## src/rtl/iret_pkg.sv

```systemverilog
package iret_pkg;
   typedef enum logic [1:0] {
      FLT_NONE = 2'd0,
      FLT_GP   = 2'd1,
      FLT_SS   = 2'd2,
      FLT_NP   = 2'd3
   } flt_e;

   typedef struct packed {
      logic       in_table;
      logic       present;
      logic       is_code;
      logic       conforming;
      logic       writable;
      logic [1:0] dpl;
   } attr_t;

   typedef struct packed {
      flt_e        cls;
      logic [15:0] code;
   } flt_t;
endpackage

```

## src/rtl/iret_cs_check.sv

```systemverilog
module iret_cs_check #(
   parameter int SELW = 16
) (
   input  logic [SELW-1:0] sel,
   input  logic            in_table,
   input  logic            present,
   input  logic            is_code,
   input  logic            conforming,
   input  logic [1:0]      dpl,
   input  logic [1:0]      cpl,
   output iret_pkg::flt_t  flt
);
   logic [1:0] rpl;
   assign rpl = sel[1:0];

   always_comb begin
      flt.cls  = iret_pkg::FLT_NONE;
      flt.code = '0;
      if (!in_table || !is_code || (rpl < cpl) || (conforming && (dpl > rpl))) begin
         flt.cls  = iret_pkg::FLT_GP;
         flt.code = 16'(sel);
      end else if (!present) begin
         flt.cls  = iret_pkg::FLT_NP;
         flt.code = 16'(sel);
      end
   end
endmodule

```

## src/rtl/iret_ss_check.sv

```systemverilog
module iret_ss_check #(
   parameter int SELW = 16
) (
   input  logic [SELW-1:0] sel,
   input  logic            in_table,
   input  logic            present,
   input  logic            is_code,
   input  logic            writable,
   input  logic [1:0]      dpl,
   input  logic [1:0]      code_rpl,
   output iret_pkg::flt_t  flt
);
   always_comb begin
      flt.cls  = iret_pkg::FLT_NONE;
      flt.code = '0;
      if (!in_table || (sel[1:0] != code_rpl) || is_code || !writable || (dpl != code_rpl)) begin
         flt.cls  = iret_pkg::FLT_GP;
         flt.code = 16'(sel);
      end else if (!present) begin
         flt.cls  = iret_pkg::FLT_SS;
         flt.code = 16'(sel);
      end
   end
endmodule

```

## src/rtl/iret_dseg_scrub.sv

```systemverilog
module iret_dseg_scrub #(
   parameter int NSEG = 4,
   parameter int SELW = 16
) (
   input  logic               en,
   input  logic [1:0]         cpl,
   input  logic [NSEG*SELW-1:0] sel_in,
   input  logic [NSEG*2-1:0]  dpl_in,
   input  logic [NSEG-1:0]    chk_in,
   output logic [NSEG*SELW-1:0] sel_out
);
   for (genvar g = 0; g < NSEG; g++) begin : g_seg
      logic drop;
      assign drop = en && chk_in[g] && (dpl_in[g*2 +: 2] < cpl);
      assign sel_out[g*SELW +: SELW] = drop ? '0 : sel_in[g*SELW +: SELW];
   end
endmodule

```

## src/rtl/iret_priv_seq.sv

```systemverilog
module iret_priv_seq #(
   parameter int DW     = 32,
   parameter int SELW   = 16,
   parameter int NSEG   = 4,
   parameter int VM_BIT = 17
) (
   input  logic                 clk,
   input  logic                 rst_n,
   input  logic                 start,
   input  logic                 op32,
   input  logic [1:0]           cpl_in,
   input  logic                 nt_in,
   input  logic [DW-1:0]        sp_in,
   input  logic [DW-1:0]        slim_in,
   output logic                 stk_req,
   output logic [DW-1:0]        stk_addr,
   input  logic                 stk_valid,
   input  logic [DW-1:0]        stk_rdata,
   output logic                 dsc_req,
   output logic [SELW-1:0]      dsc_sel,
   input  logic                 dsc_valid,
   input  logic [6:0]           dsc_attr,
   input  logic [DW-1:0]        dsc_limit,
   input  logic [NSEG*SELW-1:0] dseg_sel_in,
   input  logic [NSEG*2-1:0]    dseg_dpl_in,
   input  logic [NSEG-1:0]      dseg_chk_in,
   output logic                 busy,
   output logic                 done,
   output logic [1:0]           fault_class,
   output logic [15:0]          fault_code,
   output logic                 exit_task,
   output logic                 exit_v86,
   output logic                 outer_ret,
   output logic [SELW-1:0]      new_cs,
   output logic [DW-1:0]        new_eip,
   output logic [DW-1:0]        new_eflags,
   output logic [SELW-1:0]      new_ss,
   output logic [DW-1:0]        new_esp,
   output logic [1:0]           new_cpl,
   output logic [NSEG*SELW-1:0] dseg_sel_out
);
   import iret_pkg::*;

   localparam int EW  = DW + 1;
   localparam int SW  = NSEG * SELW;
   localparam int NS  = 10;
   localparam int S_IDLE = 0, S_PIP = 1, S_PCS = 2, S_PFL = 3, S_RCS = 4;
   localparam int S_PSP  = 5, S_PSS = 6, S_RSS = 7, S_FIN = 8, S_DONE = 9;

   if (DW < 32) begin : g_bad_dw
      $error("DW must be at least 32");
   end
   if (SELW < 3 || SELW > 16) begin : g_bad_selw
      $error("SELW must lie in 3..16");
   end
   if (VM_BIT >= DW || VM_BIT < 16) begin : g_bad_vm
      $error("VM_BIT must lie in the upper half of a 32-bit flags word");
   end
   if (NSEG < 1) begin : g_bad_nseg
      $error("NSEG must be at least 1");
   end

   function automatic logic [NS-1:0] oh(input int idx);
      return NS'(1) << idx;
   endfunction

   logic [NS-1:0]   st;
   logic            op32_q, nt_unused;
   logic [1:0]      cpl_q, new_cpl_q;
   logic [DW-1:0]   sp_q, slim_q, eip_q, fl_q, esp_q, climit_q;
   logic [SELW-1:0] cs_q, ss_q;
   logic            outer_q, exit_task_q, exit_v86_q;
   flt_e            flt_cls_q;
   logic [15:0]     flt_code_q;
   logic [SW-1:0]   dseg_q, scrub_out;
   logic [NSEG*2-1:0] dpl_q;
   logic [NSEG-1:0] chk_q;

   assign nt_unused = 1'b0;

   // stack room and addressing
   logic [EW-1:0] end3, end5;
   logic          room3_ok, room5_ok;
   logic [DW-1:0] wmask;
   logic [2:0]    pidx;
   logic [DW-1:0] rd_masked;

   assign end3     = {1'b0, sp_in} + EW'(op32 ? 12 : 6) - EW'(1);
   assign room3_ok = end3 <= {1'b0, slim_in};
   assign end5     = {1'b0, sp_q} + EW'(op32_q ? 20 : 10) - EW'(1);
   assign room5_ok = end5 <= {1'b0, slim_q};
   assign wmask    = op32_q ? '1 : DW'(16'hFFFF);
   assign rd_masked = stk_rdata & wmask;

   always_comb begin
      pidx = 3'd0;
      if (st[S_PCS]) pidx = 3'd1;
      if (st[S_PFL]) pidx = 3'd2;
      if (st[S_PSP]) pidx = 3'd3;
      if (st[S_PSS]) pidx = 3'd4;
   end

   logic cs_null, ss_null;
   assign cs_null = (cs_q[SELW-1:2] == '0);
   assign ss_null = (ss_q[SELW-1:2] == '0);

   assign stk_req  = st[S_PIP] | st[S_PCS] | st[S_PFL] | st[S_PSP] | st[S_PSS];
   assign stk_addr = sp_q + (DW'(pidx) << (op32_q ? 2 : 1));
   assign dsc_req  = (st[S_RCS] && !cs_null) || (st[S_RSS] && !ss_null);
   assign dsc_sel  = st[S_RSS] ? ss_q : cs_q;

   attr_t attr;
   assign attr = attr_t'(dsc_attr);

   flt_t cs_flt, ss_flt;

   iret_cs_check #(.SELW(SELW)) u_cs_chk (
      .sel        (cs_q),
      .in_table   (attr.in_table),
      .present    (attr.present),
      .is_code    (attr.is_code),
      .conforming (attr.conforming),
      .dpl        (attr.dpl),
      .cpl        (cpl_q),
      .flt        (cs_flt)
   );

   iret_ss_check #(.SELW(SELW)) u_ss_chk (
      .sel      (ss_q),
      .in_table (attr.in_table),
      .present  (attr.present),
      .is_code  (attr.is_code),
      .writable (attr.writable),
      .dpl      (attr.dpl),
      .code_rpl (cs_q[1:0]),
      .flt      (ss_flt)
   );

   iret_dseg_scrub #(.NSEG(NSEG), .SELW(SELW)) u_scrub (
      .en      (outer_q),
      .cpl     (cs_q[1:0]),
      .sel_in  (dseg_q),
      .dpl_in  (dpl_q),
      .chk_in  (chk_q),
      .sel_out (scrub_out)
   );

   always_ff @(posedge clk or negedge rst_n) begin
      if (!rst_n) begin
         st          <= oh(S_IDLE);
         op32_q      <= 1'b0;
         cpl_q       <= '0;
         new_cpl_q   <= '0;
         sp_q        <= '0;
         slim_q      <= '0;
         eip_q       <= '0;
         fl_q        <= '0;
         esp_q       <= '0;
         climit_q    <= '0;
         cs_q        <= '0;
         ss_q        <= '0;
         outer_q     <= 1'b0;
         exit_task_q <= 1'b0;
         exit_v86_q  <= 1'b0;
         flt_cls_q   <= FLT_NONE;
         flt_code_q  <= '0;
         dseg_q      <= '0;
         dpl_q       <= '0;
         chk_q       <= '0;
      end else begin
         case (1'b1)
            st[S_IDLE]: if (start) begin
               op32_q      <= op32;
               cpl_q       <= cpl_in;
               new_cpl_q   <= cpl_in;
               sp_q        <= sp_in;
               slim_q      <= slim_in;
               dseg_q      <= dseg_sel_in;
               dpl_q       <= dseg_dpl_in;
               chk_q       <= dseg_chk_in;
               outer_q     <= 1'b0;
               exit_task_q <= 1'b0;
               exit_v86_q  <= 1'b0;
               flt_cls_q   <= FLT_NONE;
               flt_code_q  <= '0;
               if (nt_in) begin
                  exit_task_q <= 1'b1;
                  st          <= oh(S_DONE);
               end else if (!room3_ok) begin
                  flt_cls_q <= FLT_SS;
                  st        <= oh(S_DONE);
               end else begin
                  st <= oh(S_PIP);
               end
            end
            st[S_PIP]: if (stk_valid) begin
               eip_q <= rd_masked;
               st    <= oh(S_PCS);
            end
            st[S_PCS]: if (stk_valid) begin
               cs_q <= stk_rdata[SELW-1:0];
               st   <= oh(S_PFL);
            end
            st[S_PFL]: if (stk_valid) begin
               fl_q <= rd_masked;
               if (rd_masked[VM_BIT] && (cpl_q == 2'd0)) begin
                  exit_v86_q <= 1'b1;
                  st         <= oh(S_DONE);
               end else begin
                  st <= oh(S_RCS);
               end
            end
            st[S_RCS]: begin
               if (cs_null) begin
                  flt_cls_q <= FLT_GP;
                  st        <= oh(S_DONE);
               end else if (dsc_valid) begin
                  climit_q <= dsc_limit;
                  if (cs_flt.cls != FLT_NONE) begin
                     flt_cls_q  <= cs_flt.cls;
                     flt_code_q <= cs_flt.code;
                     st         <= oh(S_DONE);
                  end else if (cs_q[1:0] > cpl_q) begin
                     outer_q <= 1'b1;
                     if (!room5_ok) begin
                        flt_cls_q <= FLT_SS;
                        st        <= oh(S_DONE);
                     end else begin
                        st <= oh(S_PSP);
                     end
                  end else begin
                     st <= oh(S_FIN);
                  end
               end
            end
            st[S_PSP]: if (stk_valid) begin
               esp_q <= rd_masked;
               st    <= oh(S_PSS);
            end
            st[S_PSS]: if (stk_valid) begin
               ss_q <= stk_rdata[SELW-1:0];
               st   <= oh(S_RSS);
            end
            st[S_RSS]: begin
               if (ss_null) begin
                  flt_cls_q <= FLT_GP;
                  st        <= oh(S_DONE);
               end else if (dsc_valid) begin
                  if (ss_flt.cls != FLT_NONE) begin
                     flt_cls_q  <= ss_flt.cls;
                     flt_code_q <= ss_flt.code;
                     st         <= oh(S_DONE);
                  end else begin
                     st <= oh(S_FIN);
                  end
               end
            end
            st[S_FIN]: begin
               if (eip_q > climit_q) begin
                  flt_cls_q <= FLT_GP;
               end else begin
                  new_cpl_q <= cs_q[1:0];
                  dseg_q    <= scrub_out;
               end
               st <= oh(S_DONE);
            end
            default: st <= oh(S_IDLE);
         endcase
      end
   end

   assign busy         = !st[S_IDLE] || nt_unused;
   assign done         = st[S_DONE];
   assign fault_class  = flt_cls_q;
   assign fault_code   = flt_code_q;
   assign exit_task    = exit_task_q;
   assign exit_v86     = exit_v86_q;
   assign outer_ret    = outer_q;
   assign new_cs       = cs_q;
   assign new_eip      = eip_q;
   assign new_eflags   = fl_q;
   assign new_ss       = ss_q;
   assign new_esp      = esp_q;
   assign new_cpl      = new_cpl_q;
   assign dseg_sel_out = dseg_q;


   st_onehot_chk: assert property (@(posedge clk) disable iff (!rst_n) $onehot(st));

   req_excl_chk: assert property (@(posedge clk) disable iff (!rst_n) !(stk_req && dsc_req));

   done_pulse_chk: assert property (@(posedge clk) disable iff (!rst_n) done |=> !done);

   np_code_chk: assert property (@(posedge clk) disable iff (!rst_n)
      (done && fault_class == 2'd3) |-> (fault_code == 16'(new_cs)));

   room_code_chk: assert property (@(posedge clk) disable iff (!rst_n)
      (done && fault_class == 2'd2 && !outer_ret) |-> (fault_code == 16'd0));

   exit_clean_chk: assert property (@(posedge clk) disable iff (!rst_n)
      (done && (exit_task || exit_v86)) |-> (fault_class == 2'd0 && !(exit_task && exit_v86)));

   same_cpl_chk: assert property (@(posedge clk) disable iff (!rst_n)
      (done && fault_class == 2'd0 && !exit_task && !exit_v86 && !outer_ret) |-> (new_cpl == cpl_q));
endmodule

```

## config.mk

```make
export PLATFORM = sky130hd
export DESIGN_NAME = iret_priv_seq
export DESIGN_NICKNAME = d
export VERILOG_FILES = /design/src/rtl/iret_pkg.sv /design/src/rtl/iret_cs_check.sv /design/src/rtl/iret_ss_check.sv /design/src/rtl/iret_dseg_scrub.sv /design/src/rtl/iret_priv_seq.sv
export SDC_FILE = /design/constraint.sdc
export NUM_CORES = 1
export LEC_CHECK = 0
export CORE_MARGIN = 2
export CORE_UTILIZATION = 30
export CTS_BUF_LIST = sky130_fd_sc_hd__clkbuf_16
export DETAILED_ROUTE_END_ITERATION = 10
export DONT_BUFFER_PORTS = 1
export SYNTH_ARGS = -nofsm -noshare
export SYNTH_HDL_FRONTEND = slang
export SYNTH_SLANG_ARGS = --single-unit
```

## constraint.sdc

```tcl
create_clock -name clk -period 9.15 [get_ports clk]
set_clock_uncertainty 0.15 [all_clocks]
set_input_delay 2.2875 -clock clk [delete_from_list [all_inputs] [get_ports clk]]
set_output_delay 2.2875 -clock clk [all_outputs]
set_load 0.01 [all_outputs]
```

==> results of run 1 <==
stage by stage:
step | hold slack [ns] | util (%) | total power (W) | instance area, µm²
after floorplan | 0.2882 | - | 0.005325 | 18710
after global placement | 0.3048 | 31.73 | 0.006259 | 19580
after detailed placement | 0.3100 | 31.73 | 0.006382 | 19580
after CTS | 0.3224 | 33.98 | 0.008143 | 20970
after global routing | 0.3502 | 33.98 | 0.008759 | 20970
final | 0.3211 | 33.99 | 0.008070 | 20980
placed cells by master (no fill, tap or decap), drive strengths merged, types with 7 or more instances in the layout:
| cell | Yosys | routed |
|---|---|---|
| dfrtp | 335 | 335 |
| nand2 | 277 | 277 |
| o21ai | 200 | 200 |
| inv | 170 | 176 |
| ha | 174 | 174 |
| mux2 | 94 | 94 |
| a21oi | 77 | 77 |
| xnor2 | 73 | 73 |
| a22o | 68 | 68 |
| nor2 | 53 | 53 |
| clkbuf | 61 | 41 |
| a21o | 32 | 32 |
| nand3 | 32 | 32 |
| nand4 | 30 | 30 |
| and3 | 20 | 20 |
| nor2b | 19 | 19 |
| xor2 | 16 | 16 |
| a22oi | 16 | 16 |
| clkinv | 1 | 16 |
| nor3 | 15 | 15 |
| nor4 | 15 | 15 |
| and2 | 12 | 12 |
| o21a | 11 | 11 |
| nand2b | 10 | 10 |
| buf | 11 | 9 |
| a211oi | 8 | 8 |
| o211ai | 8 | 8 |
| a31oi | 7 | 7 |
| bufinv | 0 | 7 |
layer usage:
| metal | track usage (%) | vias to the layer above |
|---|---|---|
| met3 | 5.101 | 113 |
| met2 | 29.34 | 579 |
| met4 | 7.042 | 2 |
| met1 | 22.05 | 7056 |
| met5 | 0 | - |
| li1 | - | 6623 |
Yosys cell counts (all sizes together), types with 12 or more instances:
master / n
a21o: 32
a21oi: 77
a22o: 68
a22oi: 16
and2: 12
and3: 20
clkbuf: 61
dfrtp: 335
ha: 174
inv: 170
mux2: 94
nand2: 277
nand3: 32
nand4: 30
nor2: 53
nor2b: 19
nor3: 15
nor4: 15
o21ai: 200
xnor2: 73
xor2: 16
cell families after synthesis:
| group | synth area share, % |
|---|---|
| fa+ha+maj | 11.96 |
| other cells | 0.02004 |
| flops | 44.94 |
| xor+xnor | 4.166 |
| compound gates | 15.65 |
| mux | 5.764 |
| buf+inv | 4.915 |
| simple gates | 12.58 |
sequential cells by signal, indices dropped and copies added (netlist names), 8 cells and up:
| signal | count |
|---|---|
| climit_q | 32 |
| dpl_q | 8 |
| dseg_sel_out | 64 |
| fault_code | 16 |
| new_cs | 16 |
| new_eflags | 32 |
| new_eip | 32 |
| new_esp | 32 |
| new_ss | 16 |
| slim_q | 32 |
| sp_q | 32 |
| st | 10 |
critical path, stage by stage, from the launching register on:
cell       delay (ns)
dfrtp_1          0.99
nor2b_1          0.13
a211oi_1         0.27
nor2_1           0.07
ha_1             0.33
nor2b_1          0.13
o21ai_0          0.10
a21boi_0         0.25
o21ai_0          0.22
a2111oi_2        0.63
and3_1           0.31
and3_1           0.23
and2_1           0.35
nand4_1          0.16
xnor2_1          0.31
how the worst max path moves through the flow:
stage / end / slack [ns] / cells after the start
2_1_floorplan: st[1]$_DFFE_PN0P_ / 3.25 / 19
3_3_place_gp: stk_addr[28] / 2.33 / 14
3_5_place_dp: st[9]$_DFFE_PN0P_ / 2.12 / 24
4_1_cts: stk_addr[28] / 1.57 / 14
5_1_grt: stk_addr[28] / 1.14 / 14
6_report: stk_addr[28] / 1.68 / 14
layout make-up:
class	count	area [µm²]
Fill cell	6289	40740
Multi-Input combinational cell	1337	9417
Sequential cell	336	8409
Tap cell	837	1047
Clock buffer	41	1026
Inverter	171	641.9
Clock inverter	30	361.6
Timing Repair Buffer	9	67.56
Antenna cell	2	5.005
where the power goes:
| part | leakage, nW | switching (W) | total (W) | internal, W |
|---|---|---|---|---|
| sequential | 4.15 | 0.000733 | 0.00280 | 0.00206 |
| clock | 0.694 | 0.000671 | 0.00169 | 0.00102 |
| combinational | 5.13 | 0.00206 | 0.00358 | 0.00152 |
| total | 9.97 | 0.00347 | 0.00807 | 0.00460 |
==> impl_metrics.tcl, run 1 <==
set metrics [dict create \
    slew_viol_final 0 \
    clk_pin_slew_ns 0.06 \
    die_area_um2 64380 \
    fin_cells 2763 \
    holdBufCountCts 0 \
    clock_latency_ns 0.57 \
    port_buffers 0 \
    synth.distinct_cells 68 \
    avgViaCountPerCell 5.202 \
    yosys_most_used_dff "dfrtp_1" \
    firstDrtPassIters 5 \
    wl_met2_um 28190 \
    status "completed" \
    place_congestion 0.8839 \
    routedWlPerCell_um 21.65 \
    yosys-top-cells-area "dfrtp_1, ha_1, mux2_2" \
    hold_viol 0 \
    preCtsSetupSlack_ns 2.121 \
    crit_fanout 24 \
    wl_met3_um 5025 \
    grt_setup_unrepaired "no" \
    worstMarginPinSlew_ns 1.337 \
    postSynthAreaPerCell_um2 9.770 \
    cts_tree "done" \
    row_count 91 \
    syn-instance-count 1915 \
    hold_depth 2 \
    area_growth_syn_to_layout_pct 12.10 \
    period_needed_ns 7.475 \
    cap_viol_max_count 0 \
    coreArea_um2 61710 \
    max_freq_ghz 0.1338 \
    finalSetupTns_ns 0 \
    dp.cells 2690 \
    critPathCaptureType "output port" \
    grt_pass1_vias 14300 \
    grt_max_degree 337 \
    dp_hpwl_um 45830 \
    netlist.top_cell.by_area "dfrtp_1" \
    synth_enable_flop_cells 0 \
    synth_area_um2 18710 \
    drtAntennaViolNets 0 \
    rr_worst_depth 24 \
    cp.arrival_ns 5.04 \
    r2r_end "st[9]$_DFFE_PN0P_" \
    grt_usage_pct 17.85 \
    nNetsFinal 2293 \
    grt_first_pass_wirelength_um 87440 \
    htreeDepth 2 \
    grt_antenna_before_repair 1 \
    finalSetupViolations 0 \
    start_util_pct 30.32 \
    num_io_pins 487 \
    post_cts_buffers 0 \
    top_layer "met5" \
    layout_setup_ws_ns 1.675 \
    chipHeight_um 253.7 \
    crit_start "op32_q$_DFFE_PN0P_" \
    timing.final.crit_share_pct 81.69 \
    hold_end "chk_q[1]$_DFFE_PN0P_" \
    ys_seq_area_share_pct 44.94 \
    max-vdd-ir-drop_mv 0.1969 \
    fp.dieW_um 253.7 \
    numCtsBuffers 41 \
    synth_async_sr_flop_share_pct 100.0 \
    drive_gt1_share_pct 9.875 \
    critPathLaunchType "flip-flop" \
    wl_met1_um 24430 \
    clock-sinks 336 \
    required_ns 6.71 \
    hold_start "chk_q[1]$_DFFE_PN0P_" \
    maxSlewHeadroom_pct 10.87 \
    timing.rr.start "op32_q$_DFFE_PN0P_" \
    synth-seq-cells 336 \
    ff2ff_setup_slack_ns 2.11 \
    min_path_type "reg2reg" \
    ctsResizeCount 0 \
    p_leak_nw 9.974 \
    drtIter0Drc 926 \
    grt_overflow 0 \
    yosysWarnings 0 \
    power_density_nw_per_um2 384.7 \
    worstSetupPathType "reg2out" \
    num_vias 14370 \
    cts_root_buf "clkbuf_16" \
    clockBufferDepth 3 \
    drc_errors 0 \
    drt-total-wl_um 59830 \
    synth_top_area_share_pct 44.80 \
]
Note: power is estimated with default switching activity, not from simulation.
==> run 2: changes to the inputs <==
Clock period 9.15 ns to 6.9 ns, I/O delays scaled along.
==> impl_metrics.tcl, run 2 (synthesized netlist as in run 1, its figures left out) <==
set metrics [dict create \
    cts_root_buf "clkbuf_16" \
    drtAntennaViolNets 0 \
    avgViaCountPerCell 5.217 \
    drtIter0Drc 1061 \
    clock_latency_ns 0.55 \
    layout.cells.most_common "dfrtp_1" \
    status "completed" \
    num_io_pins 487 \
    grt_setup_unrepaired "no" \
    cts_tree "done" \
    grt_usage_pct 18.00 \
    layout_common_cells "dfrtp_1, nand2_1, o21ai_0" \
    grt_max_degree 337 \
    row_count 91 \
    post_cts_buffers 0 \
    crit_fanout 21 \
    grt_antenna_before_repair 0 \
    timing.final.crit_share_pct 92.72 \
    port_buffers 0 \
    cp.arrival_ns 4.52 \
    required_ns 5.03 \
    firstDrtPassIters 5 \
    drive_gt1_share_pct 10.15 \
    fp.dieW_um 253.7 \
    regArea_um2 8409 \
    p_leak_nw 9.969 \
    drt-total-wl_um 59870 \
    power_density_nw_per_um2 504.1 \
    clk_pin_slew_ns 0.06 \
    coreArea_um2 61710 \
    worstMarginPinSlew_ns 1.098 \
    critPathCaptureType "output port" \
    n_antenna_cell 0 \
    slowest_stage "a2111oi_4" \
    grt_pass1_vias 14380 \
    holdBufCountCts 0 \
    num_vias 14440 \
    hold_ws_ns 0.3202 \
    grt_overflow 0 \
    slew_viol_final 0 \
    drc_errors 0 \
    max-vdd-ir-drop_mv 0.2675 \
    multi_input_area_um2 9429 \
    period_needed_ns 6.398 \
    critPathBufInv 2 \
    cap_viol_max_count 0 \
    fillers 6261 \
    routedWlPerCell_um 21.63 \
    start_util_pct 30.32 \
    grt_first_pass_wirelength_um 88530 \
    numCtsBuffers 39 \
    max_freq_ghz 0.1563 \
    maxSlewHeadroom_pct 26.77 \
    place_congestion 0.9142 \
    hold_viol 0 \
    area_growth_syn_to_layout_pct 12.02 \
    clock-sinks 336 \
    min_path_type "reg2reg" \
    die_area_um2 64380 \
    ff2ff_setup_slack_ns 0.61 \
    critPathLaunchType "flip-flop" \
    worstSetupPathType "reg2out" \
    final_core_util_pct 33.96 \
    dp_hpwl_um 45650 \
    cp_top_family "compound AO/OA/AOI/OAI gates" \
    finalSetupViolations 0 \
    nNetsFinal 2301 \
    path_cells "buf_4 -> nor2b_1 -> a211oi_1 -> nor2_1 -> ha_1 -> nor2b_1 -> o21ai_0 -> a21boi_0 -> o21ai_1 -> a2111oi_4 -> and3_1 -> and3_1 -> and2_1 -> nand2_1 -> xnor2_1 -> buf_4" \
    chipHeight_um 253.7 \
    clockBufferDepth 3 \
    finalSetupTns_ns 0 \
    htreeDepth 2 \
    slowest_delay_ns 0.49 \
    largest_register_ff_count 64 \
    ctsResizeCount 0 \
]
[run 2: power breakdown]
part           internal [W]  switching, W
Combinational       0.00204       0.00273
Sequential          0.00274      0.000950
Clock               0.00123      0.000882
Total               0.00600       0.00456
[run 2: area by class of cell]
cell class	count	area share [%]
tap	837	4.997
sequential	336	40.12
clock inverter	29	1.492
multi-input combinational	1337	44.99
timing repair buffer	19	0.6806
clock buffer	39	4.656
inverter	171	3.062
[run 2: tightest hold or removal path, stage by stage, from the launching register on]
cell	delay (ns)
dfrtp_1	0.33
nand2_1	0.05
nand2_1	0.06
[run 2: routing by layer]
layer,part of all wire [%],track usage (%),vias to the layer above,wire [µm]
li1,-,-,6661,-
met1,41,22.33,7111,24690
met2,47,29.36,562,28120
met3,8.2,5.214,107,4909
met4,3.6,7.261,0,2153
met5,0,0,-,0
[run 2: path summary, 6_finish.rpt]
kind,from,end,depth (start not counted)
min in group asynchronous,rst_n,fault_code[10]$_DFFE_PN0P_,0
min reg2reg,dpl_q[0]$_DFFE_PN0P_,dpl_q[0]$_DFFE_PN0P_,2
max,op32_q$_DFFE_PN0P_,stk_addr[30],16
min,dpl_q[0]$_DFFE_PN0P_,dpl_q[0]$_DFFE_PN0P_,2
max reg2reg,op32_q$_DFFE_PN0P_,fault_class[1]$_DFFE_PN0P_,24
max in group asynchronous,rst_n,dseg_sel_out[58]$_DFFE_PN0P_,0
[run 2: stage by stage]
step | setup WS, ns | instance area [µm²] | std cells | total power, W
2_1_floorplan | 1.290 | 18710 | 1916 | 0.007061
3_3_place_gp | 0.9517 | 19660 | 2700 | 0.008320
3_5_place_dp | 0.6178 | 19660 | 2700 | 0.008467
4_1_cts | 0.2390 | 20950 | 2768 | 0.01067
5_1_grt | 0.04318 | 20960 | 2768 | 0.01149
6_report | 0.5023 | 20960 | 2768 | 0.01057
